**config.mk**
```make
export PLATFORM = sky130hd
export DESIGN_NAME = nor_done_poller
export DESIGN_NICKNAME = d
export VERILOG_FILES = /design/src/rtl/poller_pkg.sv /design/src/rtl/poll_capture.sv /design/src/rtl/poll_sample.sv /design/src/rtl/poll_fsm.sv /design/src/rtl/poll_result.sv /design/src/rtl/nor_done_poller.sv
export SDC_FILE = /design/constraint.sdc
export NUM_CORES = 1
export LEC_CHECK = 0
export BUFFER_PORTS_ARGS = -buffer_cell sky130_fd_sc_hd__buf_2
export CAP_MARGIN = 20
export CORE_UTILIZATION = 44
export DETAILED_ROUTE_END_ITERATION = 10
export GPL_ROUTABILITY_DRIVEN = 0
export PLACE_DENSITY_LB_ADDON = 0.25
export REMOVE_ABC_BUFFERS = 1
export SYNTH_ARGS = -nofsm -noshare
export SYNTH_HDL_FRONTEND = slang
export SYNTH_SLANG_ARGS = --single-unit
```
**constraint.sdc**
```tcl
create_clock -name clk -period 2.1 [get_ports clk]
set_input_delay 0.525 -clock clk [delete_from_list [all_inputs] [get_ports clk]]
set_output_delay 0.525 -clock clk [all_outputs]
set_load 0.005 [all_outputs]
```
**src/rtl/poller_pkg.sv**
```systemverilog
package poller_pkg;

   typedef enum logic [2:0] {
      ST_IDLE      = 3'd0,
      ST_DC_READ   = 3'd1,
      ST_DC_RECHK  = 3'd2,
      ST_TG_FIRST  = 3'd3,
      ST_TG_SECOND = 3'd4,
      ST_TG_RCHK_A = 3'd5,
      ST_TG_RCHK_B = 3'd6
   } poll_state_e;

   typedef enum logic [1:0] {
      VERDICT_NONE = 2'd0,
      VERDICT_PASS = 2'd1,
      VERDICT_FAIL = 2'd2
   } verdict_e;

   localparam logic METHOD_DATA   = 1'b0;
   localparam logic METHOD_TOGGLE = 1'b1;

endpackage

```
**src/rtl/poll_capture.sv**
```systemverilog
module poll_capture #(
   parameter int ADDR_W = 20
) (
   input  logic              clk,
   input  logic              rst_n,
   input  logic              accept_i,
   input  logic [ADDR_W-1:0] addr_i,
   input  logic              expect_bit_i,
   output logic [ADDR_W-1:0] addr_q_o,
   output logic              expect_bit_q_o
);

   always_ff @(posedge clk or negedge rst_n) begin
      if (!rst_n) begin
         addr_q_o       <= '0;
         expect_bit_q_o <= 1'b0;
      end else if (accept_i) begin
         addr_q_o       <= addr_i;
         expect_bit_q_o <= expect_bit_i;
      end
   end

endmodule

```
**src/rtl/poll_sample.sv**
```systemverilog
module poll_sample #(
   parameter int DATA_W   = 8,
   parameter int POLL_BIT = 7,
   parameter int TOG_BIT  = 6,
   parameter int ERR_BIT  = 5
) (
   input  logic              clk,
   input  logic              rst_n,
   input  logic              load_i,
   input  logic [DATA_W-1:0] data_i,
   input  logic              expect_bit_i,
   output logic              match_o,
   output logic              toggled_o,
   output logic              err_now_o,
   output logic              err_held_o
);

   logic tog_q;
   logic err_q;
   logic unused_rest;

   assign unused_rest = ^data_i;

   always_ff @(posedge clk or negedge rst_n) begin
      if (!rst_n) begin
         tog_q <= 1'b0;
         err_q <= 1'b0;
      end else if (load_i) begin
         tog_q <= data_i[TOG_BIT];
         err_q <= data_i[ERR_BIT];
      end
   end

   assign match_o    = (data_i[POLL_BIT] == expect_bit_i);
   assign toggled_o  = (data_i[TOG_BIT] != tog_q);
   assign err_now_o  = data_i[ERR_BIT];
   assign err_held_o = err_q;

endmodule

```
**src/rtl/poll_fsm.sv**
```systemverilog
module poll_fsm
   import poller_pkg::*;
(
   input  logic     clk,
   input  logic     rst_n,
   input  logic     start_i,
   input  logic     mode_i,
   input  logic     abort_i,
   input  logic     ack_i,
   input  logic     match_i,
   input  logic     toggled_i,
   input  logic     err_now_i,
   input  logic     err_held_i,
   output logic     accept_o,
   output logic     load_o,
   output logic     busy_o,
   output verdict_e verdict_o
);

   poll_state_e state_q;
   poll_state_e state_d;

   always_comb begin
      state_d   = state_q;
      accept_o  = 1'b0;
      load_o    = 1'b0;
      verdict_o = VERDICT_NONE;
      unique case (state_q)
         ST_IDLE: begin
            if (start_i) begin
               accept_o = 1'b1;
               state_d  = (mode_i == METHOD_TOGGLE) ? ST_TG_FIRST : ST_DC_READ;
            end
         end
         ST_DC_READ: begin
            if (ack_i) begin
               if (match_i) begin
                  verdict_o = VERDICT_PASS;
                  state_d   = ST_IDLE;
               end else if (err_now_i) begin
                  state_d = ST_DC_RECHK;
               end
            end
         end
         ST_DC_RECHK: begin
            if (ack_i) begin
               verdict_o = match_i ? VERDICT_PASS : VERDICT_FAIL;
               state_d   = ST_IDLE;
            end
         end
         ST_TG_FIRST: begin
            if (ack_i) begin
               load_o  = 1'b1;
               state_d = ST_TG_SECOND;
            end
         end
         ST_TG_SECOND: begin
            if (ack_i) begin
               if (!toggled_i) begin
                  verdict_o = VERDICT_PASS;
                  state_d   = ST_IDLE;
               end else if (err_held_i) begin
                  state_d = ST_TG_RCHK_A;
               end else begin
                  state_d = ST_TG_FIRST;
               end
            end
         end
         ST_TG_RCHK_A: begin
            if (ack_i) begin
               load_o  = 1'b1;
               state_d = ST_TG_RCHK_B;
            end
         end
         ST_TG_RCHK_B: begin
            if (ack_i) begin
               verdict_o = toggled_i ? VERDICT_FAIL : VERDICT_PASS;
               state_d   = ST_IDLE;
            end
         end
         default: state_d = ST_IDLE;
      endcase
      if (abort_i && (state_q != ST_IDLE)) begin
         state_d   = ST_IDLE;
         load_o    = 1'b0;
         verdict_o = VERDICT_NONE;
      end
   end

   always_ff @(posedge clk or negedge rst_n) begin
      if (!rst_n) state_q <= ST_IDLE;
      else        state_q <= state_d;
   end

   assign busy_o = (state_q != ST_IDLE);

endmodule

```
**src/rtl/poll_result.sv**
```systemverilog
module poll_result
   import poller_pkg::*;
(
   input  logic     clk,
   input  logic     rst_n,
   input  verdict_e verdict_i,
   output logic     done_o,
   output logic     pass_o,
   output logic     fail_o
);

   always_ff @(posedge clk or negedge rst_n) begin
      if (!rst_n) begin
         done_o <= 1'b0;
         pass_o <= 1'b0;
         fail_o <= 1'b0;
      end else begin
         done_o <= (verdict_i != VERDICT_NONE);
         pass_o <= (verdict_i == VERDICT_PASS);
         fail_o <= (verdict_i == VERDICT_FAIL);
      end
   end

endmodule

```
**src/rtl/nor_done_poller.sv**
```systemverilog
module nor_done_poller
   import poller_pkg::*;
#(
   parameter int ADDR_W   = 20,
   parameter int DATA_W   = 8,
   parameter int POLL_BIT = 7,
   parameter int TOG_BIT  = 6,
   parameter int ERR_BIT  = 5
) (
   input  logic              clk,
   input  logic              rst_n,
   input  logic              start_i,
   input  logic              mode_i,
   input  logic [ADDR_W-1:0] addr_i,
   input  logic [DATA_W-1:0] expect_i,
   input  logic              abort_i,
   output logic              rd_req_o,
   output logic [ADDR_W-1:0] rd_addr_o,
   input  logic              rd_ack_i,
   input  logic [DATA_W-1:0] rd_data_i,
   output logic              busy_o,
   output logic              done_o,
   output logic              pass_o,
   output logic              fail_o
);

   generate
      if (ADDR_W < 1) begin : g_bad_addr
         $error("ADDR_W must be at least 1");
      end
      if (POLL_BIT >= DATA_W || TOG_BIT >= DATA_W || ERR_BIT >= DATA_W) begin : g_bad_bit
         $error("status bit positions must lie inside DATA_W");
      end
      if (POLL_BIT == TOG_BIT || POLL_BIT == ERR_BIT || TOG_BIT == ERR_BIT) begin : g_same_bit
         $error("status bit positions must be distinct");
      end
   endgenerate

   logic     accept;
   logic     load;
   logic     expect_q;
   logic     match;
   logic     toggled;
   logic     err_now;
   logic     err_held;
   verdict_e verdict;
   logic     unused_expect;

   assign unused_expect = ^expect_i;

   poll_capture #(.ADDR_W(ADDR_W)) u_capture (
      .clk            (clk),
      .rst_n          (rst_n),
      .accept_i       (accept),
      .addr_i         (addr_i),
      .expect_bit_i   (expect_i[POLL_BIT]),
      .addr_q_o       (rd_addr_o),
      .expect_bit_q_o (expect_q)
   );

   poll_sample #(
      .DATA_W   (DATA_W),
      .POLL_BIT (POLL_BIT),
      .TOG_BIT  (TOG_BIT),
      .ERR_BIT  (ERR_BIT)
   ) u_sample (
      .clk          (clk),
      .rst_n        (rst_n),
      .load_i       (load),
      .data_i       (rd_data_i),
      .expect_bit_i (expect_q),
      .match_o      (match),
      .toggled_o    (toggled),
      .err_now_o    (err_now),
      .err_held_o   (err_held)
   );

   poll_fsm u_fsm (
      .clk        (clk),
      .rst_n      (rst_n),
      .start_i    (start_i),
      .mode_i     (mode_i),
      .abort_i    (abort_i),
      .ack_i      (rd_ack_i),
      .match_i    (match),
      .toggled_i  (toggled),
      .err_now_i  (err_now),
      .err_held_i (err_held),
      .accept_o   (accept),
      .load_o     (load),
      .busy_o     (busy_o),
      .verdict_o  (verdict)
   );

   poll_result u_result (
      .clk       (clk),
      .rst_n     (rst_n),
      .verdict_i (verdict),
      .done_o    (done_o),
      .pass_o    (pass_o),
      .fail_o    (fail_o)
   );

   assign rd_req_o = busy_o;

endmodule

```
# [After elaboration in Yosys (flattened, before gate mapping)]
# Cells that the tools add are included.
[totals] ff_bits=29 input_bits=42 output_inout_bits=25
[op_classes] eq_ne=17 mux=28 n_reduce_logical=7
[op_table] cell="$mux 3" n=11
[op_table] cell="$pmux 3 s6" n=1
[op_table] cell="$mux 2" n=8
[op_table] cell="$ne 3x2->1 const B" n=5
[op_table] cell="$eq 3x3->1 const B" n=3
[op_table] cell="$pmux 2 s4" n=1
[op_table] cell="$mux 1" n=7
[op_table] cell="$reduce_and 7->1" n=1
[op_table] cell="$eq 3x2->1 const B" n=2
[op_table] cell="$ne 4x2->1 const B" n=1
[op_table] cell="$reduce_or 2->1" n=2
[op_table] cell="$eq 3x1->1 const B" n=1
[op_table] cell="$logic_not 3->1" n=1
[op_table] cell="$ne 3x1->1 const B" n=1
[op_table] cell="$reduce_bool 3->1" n=1
[op_table] cell="$eq 2x1->1 const B" n=1
[op_table] cell="$eq 2x2->1 const B" n=1
[op_table] cell="$reduce_bool 2->1" n=1
[op_table] cell="$eq 1x1->1" n=1
[op_table] cell="$logic_and 1x1->1" n=1
[op_table] cell="$ne 1x1->1" n=1

# [Longest topological paths before layout]
# Gate-level depths: netlist (run 1).
[depth] ltp_word=6 ltp_mapped=6 mapped_depth_nobuf=5

# [Hierarchy]
# From an unflattened synthesis (run 1), not the netlist that was laid out.
[unflattened] cells_unflattened=100 area_unflattened_um2=1386.3
[modules_own_cells] module="poll_capture" instances=1 cells_each=44 area_per_inst_um2=859.6
[modules_own_cells] module="poll_fsm" instances=1 cells_each=42 area_per_inst_um2=327.8
[modules_own_cells] module="poll_sample" instances=1 cells_each=7 area_per_inst_um2=97.6
[modules_own_cells] module="poll_result" instances=1 cells_each=6 area_per_inst_um2=93.8
[modules_own_cells] module="nor_done_poller" instances=1 cells_each=1 area_per_inst_um2=7.5

# [Least setup slack after synthesis (run 1)]
# OpenSTA, ideal clock, no wires.
[synth_path] path_type="register -> output" startpoint="register u_fsm.state_q[0]" endpoint="output port rd_req_o" arrival_time_ns=1.113 path_slack_ns=0.462 path_stages_with_launch=4 path_buffers=2 cell_sequence="dfrtp_1 -> clkbuf_1 -> or3_1 -> buf_4"
[synth_between] elab_chain_cells=1
[synth_rtl] item="start: declaration" line_no="poll_fsm.sv:20" source="poll_state_e state_q;"
[synth_rtl] item="start signal: assignment" line_no="poll_fsm.sv:92" source="else state_q <= state_d;"
[synth_rtl] item="$reduce_bool 3->1" line_no="poll_fsm.sv:95" source="assign busy_o = (state_q != ST_IDLE);"
[synth_rtl] item="end: declaration" line_no="nor_done_poller.sv:17" source="output logic rd_req_o,"
# Every way passes these cells.

# [Worst setup path in the final report (run 1)]
[layout_path] startpoint="register u_fsm.state_q[1]" endpoint="output port busy_o"
[layout_between] elab_chain_cells=1
[layout_rtl] item="$reduce_bool 3->1" line_no="poll_fsm.sv:95"
[layout_rtl] item="end: declaration" line_no="nor_done_poller.sv:21" source="output logic busy_o,"
# Every way passes these cells.

==> run_results.csv, run 1 <==
group,metric,value,unit
setup_path,critPathKind,"reg -> out",
sta,fmax,519,MHz
floorplan,core_area,2780,um2
logic_synthesis,synth_edf_count,0,
logic_synthesis,synth-seq-cells,29,
setup_path,crit_buf_inv,2,
logic_synthesis,synth_common_cells,"29 x dfrtp_1, 22 x mux2_2, 6 x nor2_1, 5 x a21oi_1",
placed_design,place_inst,185,
grt,grt_pass1_wl,3.95,mm
final_layout,final_nets,203,
placed_design,post-place-ws,0.288,ns
final_layout,num-fill-cells,251,
placed_design,dp_hpwl,1.82,mm
logic_synthesis,synth-xor-area-share,2.03,%
logic_synthesis,synth-simple-area-share,10.4,%
logic_synthesis,synth_compound_area_share,8.21,%
run_status,status,"completed",
min_path,hp-class,"in -> async",
logic_synthesis,synth-adder-area-share,0,%
pwr,power.leakage,0.816,nW
final_layout,final_cells,192,
logic_synthesis,yosysWarnings,0,
sta,drv_slew,0,
setup_path,cp-start-kind,"flop",
sta,finalSetupViolCount,0,
sta,rsz0062_at_grt,"false",
clock_tree,cts.reportedPaths.clkPinSlew,0.09,ns
clock_tree,cts.sinks,29,
logic_synthesis,synthMuxAreaShare,19.1,%
sta,fin_skew,0.0101,ns
logic_synthesis,yosys.area.top_type_share,56.0,%
sta,worst_pin_slew,0.605,ns
clock_tree,postCtsHoldBufs,0,
placed_design,io_buffers,54,
routing,wire_per_inst,12.1,um
final_layout,final_core_util,59.2,%
routing,vias,983,
setup_path,critPathTopFamily,"flip-flops",
clock_tree,cts_tree,"built",
grt,antenna_found_initial,0,
sta,period_share,91.8,%
logic_synthesis,yosysUniqueCellTypes,30,
setup_path,max_stage_delay,0.41,ns
logic_synthesis,synth.most_common_cell,"dfrtp_1",
sta,setup_tns,0,ns
grt,first_global_vias,918,
routing,wl,2.33,mm
final_layout,diodes,0,
clock_tree,cts.path.max_buffers,2,
clock_tree,postCtsSetupRepairBufs,0,
logic_synthesis,synth_top_family_by_area,"multiplexers",
grt,grt_max_degree,30,
setup_path,worstPathMaxFanout,12,
clock_tree,cts_resized,0,
routing,ant_nets,0,
pwr,design_power_total,0.00219,W
setup_path,crit_slowest_cell,"dfrtp_1",
routing,dr.pass1.iters,4,
logic_synthesis,syn_inst,102,
floorplan,boundaryPins,67,
job,drv_cap,0,
clock_tree,htree_num_levels,2,
setup_path,arrival,1.40,ns
logic_synthesis,seq_area_frac_synth,56.0,%
clock_tree,cts_buffers,5,
clock_tree,cts_root_buf,"clkbuf_4",
floorplan,die_w,56.3,um
floorplan,die_h,56.3,um
logic_synthesis,async_flop_share,100,%
grt,track_usage,16.9,%
logic_synthesis,syn_avg_cell_area,12.7,um2
clock_tree,insertion_delay,0.31,ns
logic_synthesis,synth_top_area_cell,"dfrtp_1",
floorplan,rows,19,
logic_synthesis,synth.area.top_cells,"dfrtp_1 56%, mux2_2 19%, a21oi_1 1.9%, nor4b_4 1.8%, buf_4 1.7%",
sta,layout_min_cycle_time,1.93,ns
pwr,powerDensity,1330,nW/um2
sta,worst_slack,0.173,ns
setup_path,path_cells,"buf_4 > or3_1 > buf_2",
floorplan,initial_utilization,46.6,%
setup_path,end_kind,"output port",
final_layout,layout-drive-gt1-share,54.7,%
grt,gr-total-overflow,0,
setup_path,required,1.57,ns
routing,drc,0,
floorplan,die_area,3160,um2
logic_synthesis,synth_area,1290,um2
sta,hold_viol,0,
final_layout,synthToLayoutAreaGrowth,27.1,%
pwr,vdd_drop_max,0.803,mV
routing,initialDrtViolationCount,15,
sta,max-slew-margin-rel,59.7,%
logic_synthesis,ys.flop_type,"dfrtp_1",
routing,viasPerCell,5.12,
## cells in the final DEF, fill, tap and decap left out, types with 2 or more instances in the layout
cell      netlist  routed
nor2b_1         2       2
inv_1           3       3
nand2_1         3       3
clkbuf_4        0       5
mux2_2         22      22
a21oi_1         5       5
o21ai_0         3       3
dfrtp_1        29      29
buf_4           3       4
and2_1          3       3
buf_2           1      54
nor2_1          6       6
nand3_1         3       3
xor2_1          2       2
## registers in the layout, indices dropped and copies added, names as in the netlist
| signal | count |
|---|---|
| u_capture.addr_q_o | 20 |
| u_capture.expect_bit_q_o | 1 |
| u_fsm.state_q | 3 |
| u_result.done_o | 1 |
| u_result.fail_o | 1 |
| u_result.pass_o | 1 |
| u_sample.err_held_o | 1 |
| u_sample.tog_q | 1 |
## report_power, final
group	switching, W	internal (W)	total, W
logic	0.000409	0.000527	0.000936
registers	0.000124	0.000810	0.000935
clock network	0.000166	0.000158	0.000324
total	0.000699	0.00150	0.00219
## logic make-up after synthesis
family          Yosys count
flops                    29
simple gates             23
mux                      22
compound gates           16
buf+inv                   9
xor+xnor                  3
## layout make-up
| class | instances | area, um2 | area share, % |
|---|---|---|---|
| flip-flops and latches | 29 | 726 | 44.1 |
| multi-input cells | 64 | 515 | 31.3 |
| repair buffers | 58 | 300 | 18.2 |
| inverters | 3 | 11.3 | 0.684 |
| clock buffers | 7 | 55.1 | 3.34 |
| well taps | 31 | 38.8 | 2.36 |
## worst paths after layout
path	from	to	slack, ns	depth (start not counted)
worst max-delay path	u_fsm.state_q[1]	busy_o	0.17	3
worst min-delay path	rst_n	u_fsm.state_q[2]	0.21	1
worst max register to register	u_fsm.state_q[2]	u_capture.addr_q_o[3]	0.29	3
worst min register to register	u_capture.addr_q_o[9]	u_capture.addr_q_o[9]	0.50	1
max in group asynchronous	rst_n	u_capture.addr_q_o[10]	1.48	1
min in group clk	abort_i	u_fsm.state_q[2]	0.41	2
## through the flow
step                      area (um2)  hold WS (ns)
after detailed placement        1590         0.492
after global routing            1650         0.264
after floorplan                 1250         0.229
after global placement          1590         0.483
final                           1650         0.213
after CTS                       1650         0.225
## metal layers
| layer | part of all wire [%] | up-vias | wire (um) | track usage, % |
|---|---|---|---|---|
| met5 | 0 | - | 0 | 0 |
| met4 | 1.9 | 0 | 44 | 11.5 |
| met3 | 5.1 | 5 | 118 | 4.84 |
| met2 | 52 | 30 | 1210 | 26.9 |
| met1 | 41 | 475 | 949 | 19.7 |
| li1 | - | 473 | - | - |
(Power assumes the default switching activity.)
==> run 2, diff against run 1 <==
--- a/config.mk
+++ b/config.mk
@@ -10,7 +10,7 @@
 export CORE_UTILIZATION = 44
 export DETAILED_ROUTE_END_ITERATION = 10
 export GPL_ROUTABILITY_DRIVEN = 0
-export PLACE_DENSITY_LB_ADDON = 0.25
+export PLACE_DENSITY = 0.85
 export REMOVE_ABC_BUFFERS = 1
 export SYNTH_ARGS = -nofsm -noshare
 export SYNTH_HDL_FRONTEND = slang
==> run_results.csv, run 2 (synthesis results as in run 1) <==
group,metric,value,unit
run_status,status,"completed",
clock_tree,cts_buffers,5,
clock_tree,insertion_delay,0.31,ns
final_layout,seq_area,726,um2
grt,gr-total-overflow,0,
routing,vias,971,
clock_tree,htree_num_levels,2,
final_layout,multiInputGateArea,515,um2
sta,drv_slew,0,
placed_design,post-place-ws,0.409,ns
sta,max-slew-margin-rel,60.0,%
floorplan,die_w,56.3,um
job,drv_cap,0,
clock_tree,cts_tree,"built",
routing,wl,2.31,mm
clock_tree,cts.sinks,29,
floorplan,boundaryPins,67,
final_layout,diodes,0,
floorplan,initial_utilization,46.6,%
sta,period_share,92.3,%
final_layout,final_nets,201,
pwr,vdd_drop_max,0.889,mV
pwr,design_power_total,0.00218,W
setup_path,rr_worst_depth,6,
grt,grt_max_degree,30,
final_layout,layout_commonest_cell,"buf_2",
final_layout,top_register,"u_capture.addr_q_o",
clock_tree,cts_root_buf,"clkbuf_4",
setup_path,end_kind,"output port",
final_layout,layout-drive-gt1-share,54.1,%
pwr,power.leakage,0.806,nW
clock_tree,cts.reportedPaths.clkPinSlew,0.08,ns
clock_tree,postCtsHoldBufs,0,
routing,drc,0,
grt,grt_pass1_wl,4.14,mm
final_layout,final_cell_mix,"54 x buf_2, 29 x dfrtp_1, 22 x mux2_2",
routing,wire_per_inst,12.1,um
routing,ant_nets,0,
clock_tree,postCtsSetupRepairBufs,0,
final_layout,num-fill-cells,239,
setup_path,cp-start-kind,"flop",
setup_path,required,1.57,ns
clock_tree,cts.path.max_buffers,2,
routing,dr.pass1.iters,4,
sta,fmax,516,MHz
placed_design,io_buffers,54,
sta,rsz0062_at_grt,"false",
pwr,powerDensity,1340,nW/um2
grt,antenna_found_initial,0,
sta,hold_viol,0,
final_layout,reg_top3,"u_capture.addr_q_o: 20 flops, u_fsm.state_q: 3 flops",
setup_path,critPathKind,"reg -> out",
floorplan,rows,19,
final_layout,synthToLayoutAreaGrowth,26.0,%
sta,whs,0.206,ns
setup_path,arrival,1.41,ns
sta,layout_min_cycle_time,1.94,ns
sta,worst_slack,0.162,ns
sta,finalSetupViolCount,0,
sta,worst_pin_slew,0.601,ns
routing,initialDrtViolationCount,28,
floorplan,die_area,3160,um2
final_layout,final_core_util,58.7,%
floorplan,die_h,56.3,um
sta,setup_tns,0,ns
setup_path,worstPathMaxFanout,13,
clock_tree,cts_resized,0,
placed_design,dp_hpwl,1.78,mm
grt,first_global_vias,943,
floorplan,core_area,2780,um2
sta,fin_skew,0.00379,ns
grt,track_usage,17.2,%
routing,viasPerCell,5.11,
min_path,hp-class,"in -> async",
final_layout,largest_register_ffs,20,
[run 2: critical path: stages, from the launching register on]
cell and delay (ns):
dfrtp_1 0.54, or3_1 0.42, buf_2 0.14
[run 2: layout make-up]
cell class / count / share of cell area [%]
multi-input cells: 64 / 31.6
flip-flops and latches: 29 / 44.5
well taps: 31 / 2.38
inverters: 3 / 0.690
clock buffers: 7 / 3.37
repair buffers: 56 / 17.5
[run 2: per-layer routing]
metal  vias up  GRT usage (%)  wire length [um]
met3         4           7.83               249
li1        473              -                 -
met2        52           26.4              1020
met1       442           21.8              1020
met4         0           5.57                24
met5         -              0                 0
[run 2: per-stage QoR]
step | instances | area [um2]
finish | 190 | 1630
global route | 190 | 1630
CTS | 190 | 1630
detailed placement | 183 | 1580
global placement | 183 | 1580
floorplan | 96 | 1250
[run 2: final timing paths]
check / start / to / slack, ns
min reg2reg: u_capture.addr_q_o[4] / u_capture.addr_q_o[4] / 0.51
max reg2reg: u_fsm.state_q[1] / u_fsm.state_q[1] / 0.40
min: rst_n / u_capture.addr_q_o[5] / 0.21
max: u_fsm.state_q[1] / rd_req_o / 0.16
min in group clk: abort_i / u_fsm.state_q[2] / 0.40
max in group asynchronous: rst_n / u_capture.addr_q_o[15] / 1.50
[run 2: power by group]
group	switching, W	internal [W]
Clock	0.000171	0.000158
Sequential	0.000177	0.000809
Combinational	0.000357	0.000507
Total	0.000705	0.00147
==> run 3, diff against run 2 <==
==> constraint.sdc (replaced) <==
create_clock -name clk -period 2 [get_ports clk]
set_input_delay 0.5 -clock clk [delete_from_list [all_inputs] [get_ports clk]]
set_output_delay 0.5 -clock clk [all_outputs]
set_load 0.005 [all_outputs]
==> run_results.csv, run 3 (synthesis results as in run 1) <==
group,metric,value,unit
grt,track_usage,15.9,%
job,drv_cap,0,
floorplan,rows,19,
clock_tree,cts.path.max_buffers,2,
setup_path,required,1.50,ns
sta,drv_slew,0,
grt,antenna_found_initial,0,
clock_tree,postCtsSetupRepairBufs,0,
setup_path,crit_slowest_cell,"dfrtp_1",
pwr,design_power_total,0.00229,W
setup_path,cp-start-kind,"flop",
setup_path,max_stage_delay,0.54,ns
floorplan,boundaryPins,67,
sta,finalSetupViolCount,0,
routing,initialDrtViolationCount,27,
routing,viasPerCell,5.13,
clock_tree,insertion_delay,0.31,ns
setup_path,end_kind,"output port",
floorplan,die_area,3160,um2
routing,wl,2.32,mm
setup_path,critPathKind,"reg -> out",
grt,grt_pass1_wl,3.81,mm
floorplan,die_w,56.3,um
setup_path,arrival,1.42,ns
clock_tree,cts.reportedPaths.clkPinSlew,0.08,ns
routing,dr.pass1.iters,4,
final_layout,layout-drive-gt1-share,54.1,%
final_layout,largest_register_ffs,20,
final_layout,final_cell_mix,"54 x buf_2, 29 x dfrtp_1, 22 x mux2_2",
final_layout,reg_top3,"u_capture.addr_q_o: 20 flops, u_fsm.state_q: 3 flops",
run_status,status,"completed",
pwr,powerDensity,1400,nW/um2
sta,hold_viol,0,
clock_tree,cts_resized,0,
routing,vias,974,
sta,period_share,95.8,%
pwr,vdd_drop_max,0.960,mV
sta,fin_skew,0.00528,ns
pwr,power.leakage,0.806,nW
routing,highest_layer,"met4",
clock_tree,cts_root_buf,"clkbuf_4",
sta,max-slew-margin-rel,58.7,%
floorplan,die_h,56.3,um
final_layout,layout_commonest_cell,"buf_2",
clock_tree,cts_buffers,5,
final_layout,synthToLayoutAreaGrowth,26.0,%
final_layout,top_register,"u_capture.addr_q_o",
sta,whs,0.194,ns
routing,met2WireLength,1.03,mm
placed_design,dp_hpwl,1.76,mm
sta,rsz0062_at_grt,"false",
routing,met1_length,1.00,mm
routing,dr_wl_met3,263,um
sta,worst_pin_slew,0.620,ns
routing,ant_nets,0,
final_layout,diodes,0,
grt,grt_max_degree,30,
min_path,hp-class,"in -> async",
placed_design,io_buffers,54,
routing,wire_per_inst,12.2,um
grt,gr-total-overflow,0,
clock_tree,htree_num_levels,2,
clock_tree,postCtsHoldBufs,0,
sta,layout_min_cycle_time,1.92,ns
sta,fmax,522,MHz
routing,drc,0,
clock_tree,cts.sinks,29,
grt,first_global_vias,879,
setup_path,worstPathMaxFanout,13,
floorplan,core_area,2780,um2
setup_path,path_cells,"or3_1 > buf_2",
floorplan,initial_utilization,46.6,%
final_layout,final_nets,201,
clock_tree,cts_tree,"built",
==> run 3: area by class of cell <==
type                       instances  area (um2)
fill                             231        1150
sequential                        29         726
multi-input combinational         64         515
timing repair buffer              56         285
clock buffer                       7        55.1
tap                               31        38.8
inverter                           3        11.3
==> run 3: power by group <==
part	leakage, nW	switching, W	internal, W
Sequential	0.351	0.000186	0.000850
Clock	0.0314	0.000175	0.000166
Combinational	0.423	0.000376	0.000532
==> run 3: metrics by stage <==
stage / std cells / setup TNS (ns) / area, um2 / setup slack [ns] / util, %
after detailed placement: 183 / 0 / 1580 / 0.329 / 56.7
final: 190 / 0 / 1630 / 0.0839 / 58.7
after CTS: 190 / 0 / 1630 / 0.0605 / 58.7
after floorplan: 96 / -0.104 / 1250 / -0.0939 / -
after global placement: 183 / 0 / 1580 / 0.356 / 56.7
after global routing: 190 / 0 / 1630 / 0.0108 / 58.7
==> run 3: critical path: cells and delay by family, from the launching register on <==
family	cells	cell delay [ns]
buffers and inverters	1	0.14
flip-flops	1	0.54
AND/OR/NAND/NOR	1	0.42
==> run 3: final timing paths <==
| check | end | slack (ns) | depth (start not counted) | startpoint |
|---|---|---|---|---|
| setup / recovery | rd_req_o | 0.08 | 2 | u_fsm.state_q[1] |
| setup reg to reg | u_fsm.state_q[1] | 0.31 | 6 | u_fsm.state_q[1] |
| max in group asynchronous | u_capture.addr_q_o[19] | 1.40 | 1 | rst_n |
| min in group clk | u_fsm.state_q[2] | 0.39 | 2 | abort_i |
| hold reg to reg | u_capture.addr_q_o[1] | 0.50 | 1 | u_capture.addr_q_o[1] |
| hold / removal | u_fsm.state_q[1] | 0.19 | 1 | rst_n |
==> run 3: routing by layer <==
layer / vias up / GRT usage, %
li1: 473 / -
met1: 433 / 20.1
met2: 65 / 24.3
met3: 3 / 7.83
met4: 0 / 4.18
met5: - / 0
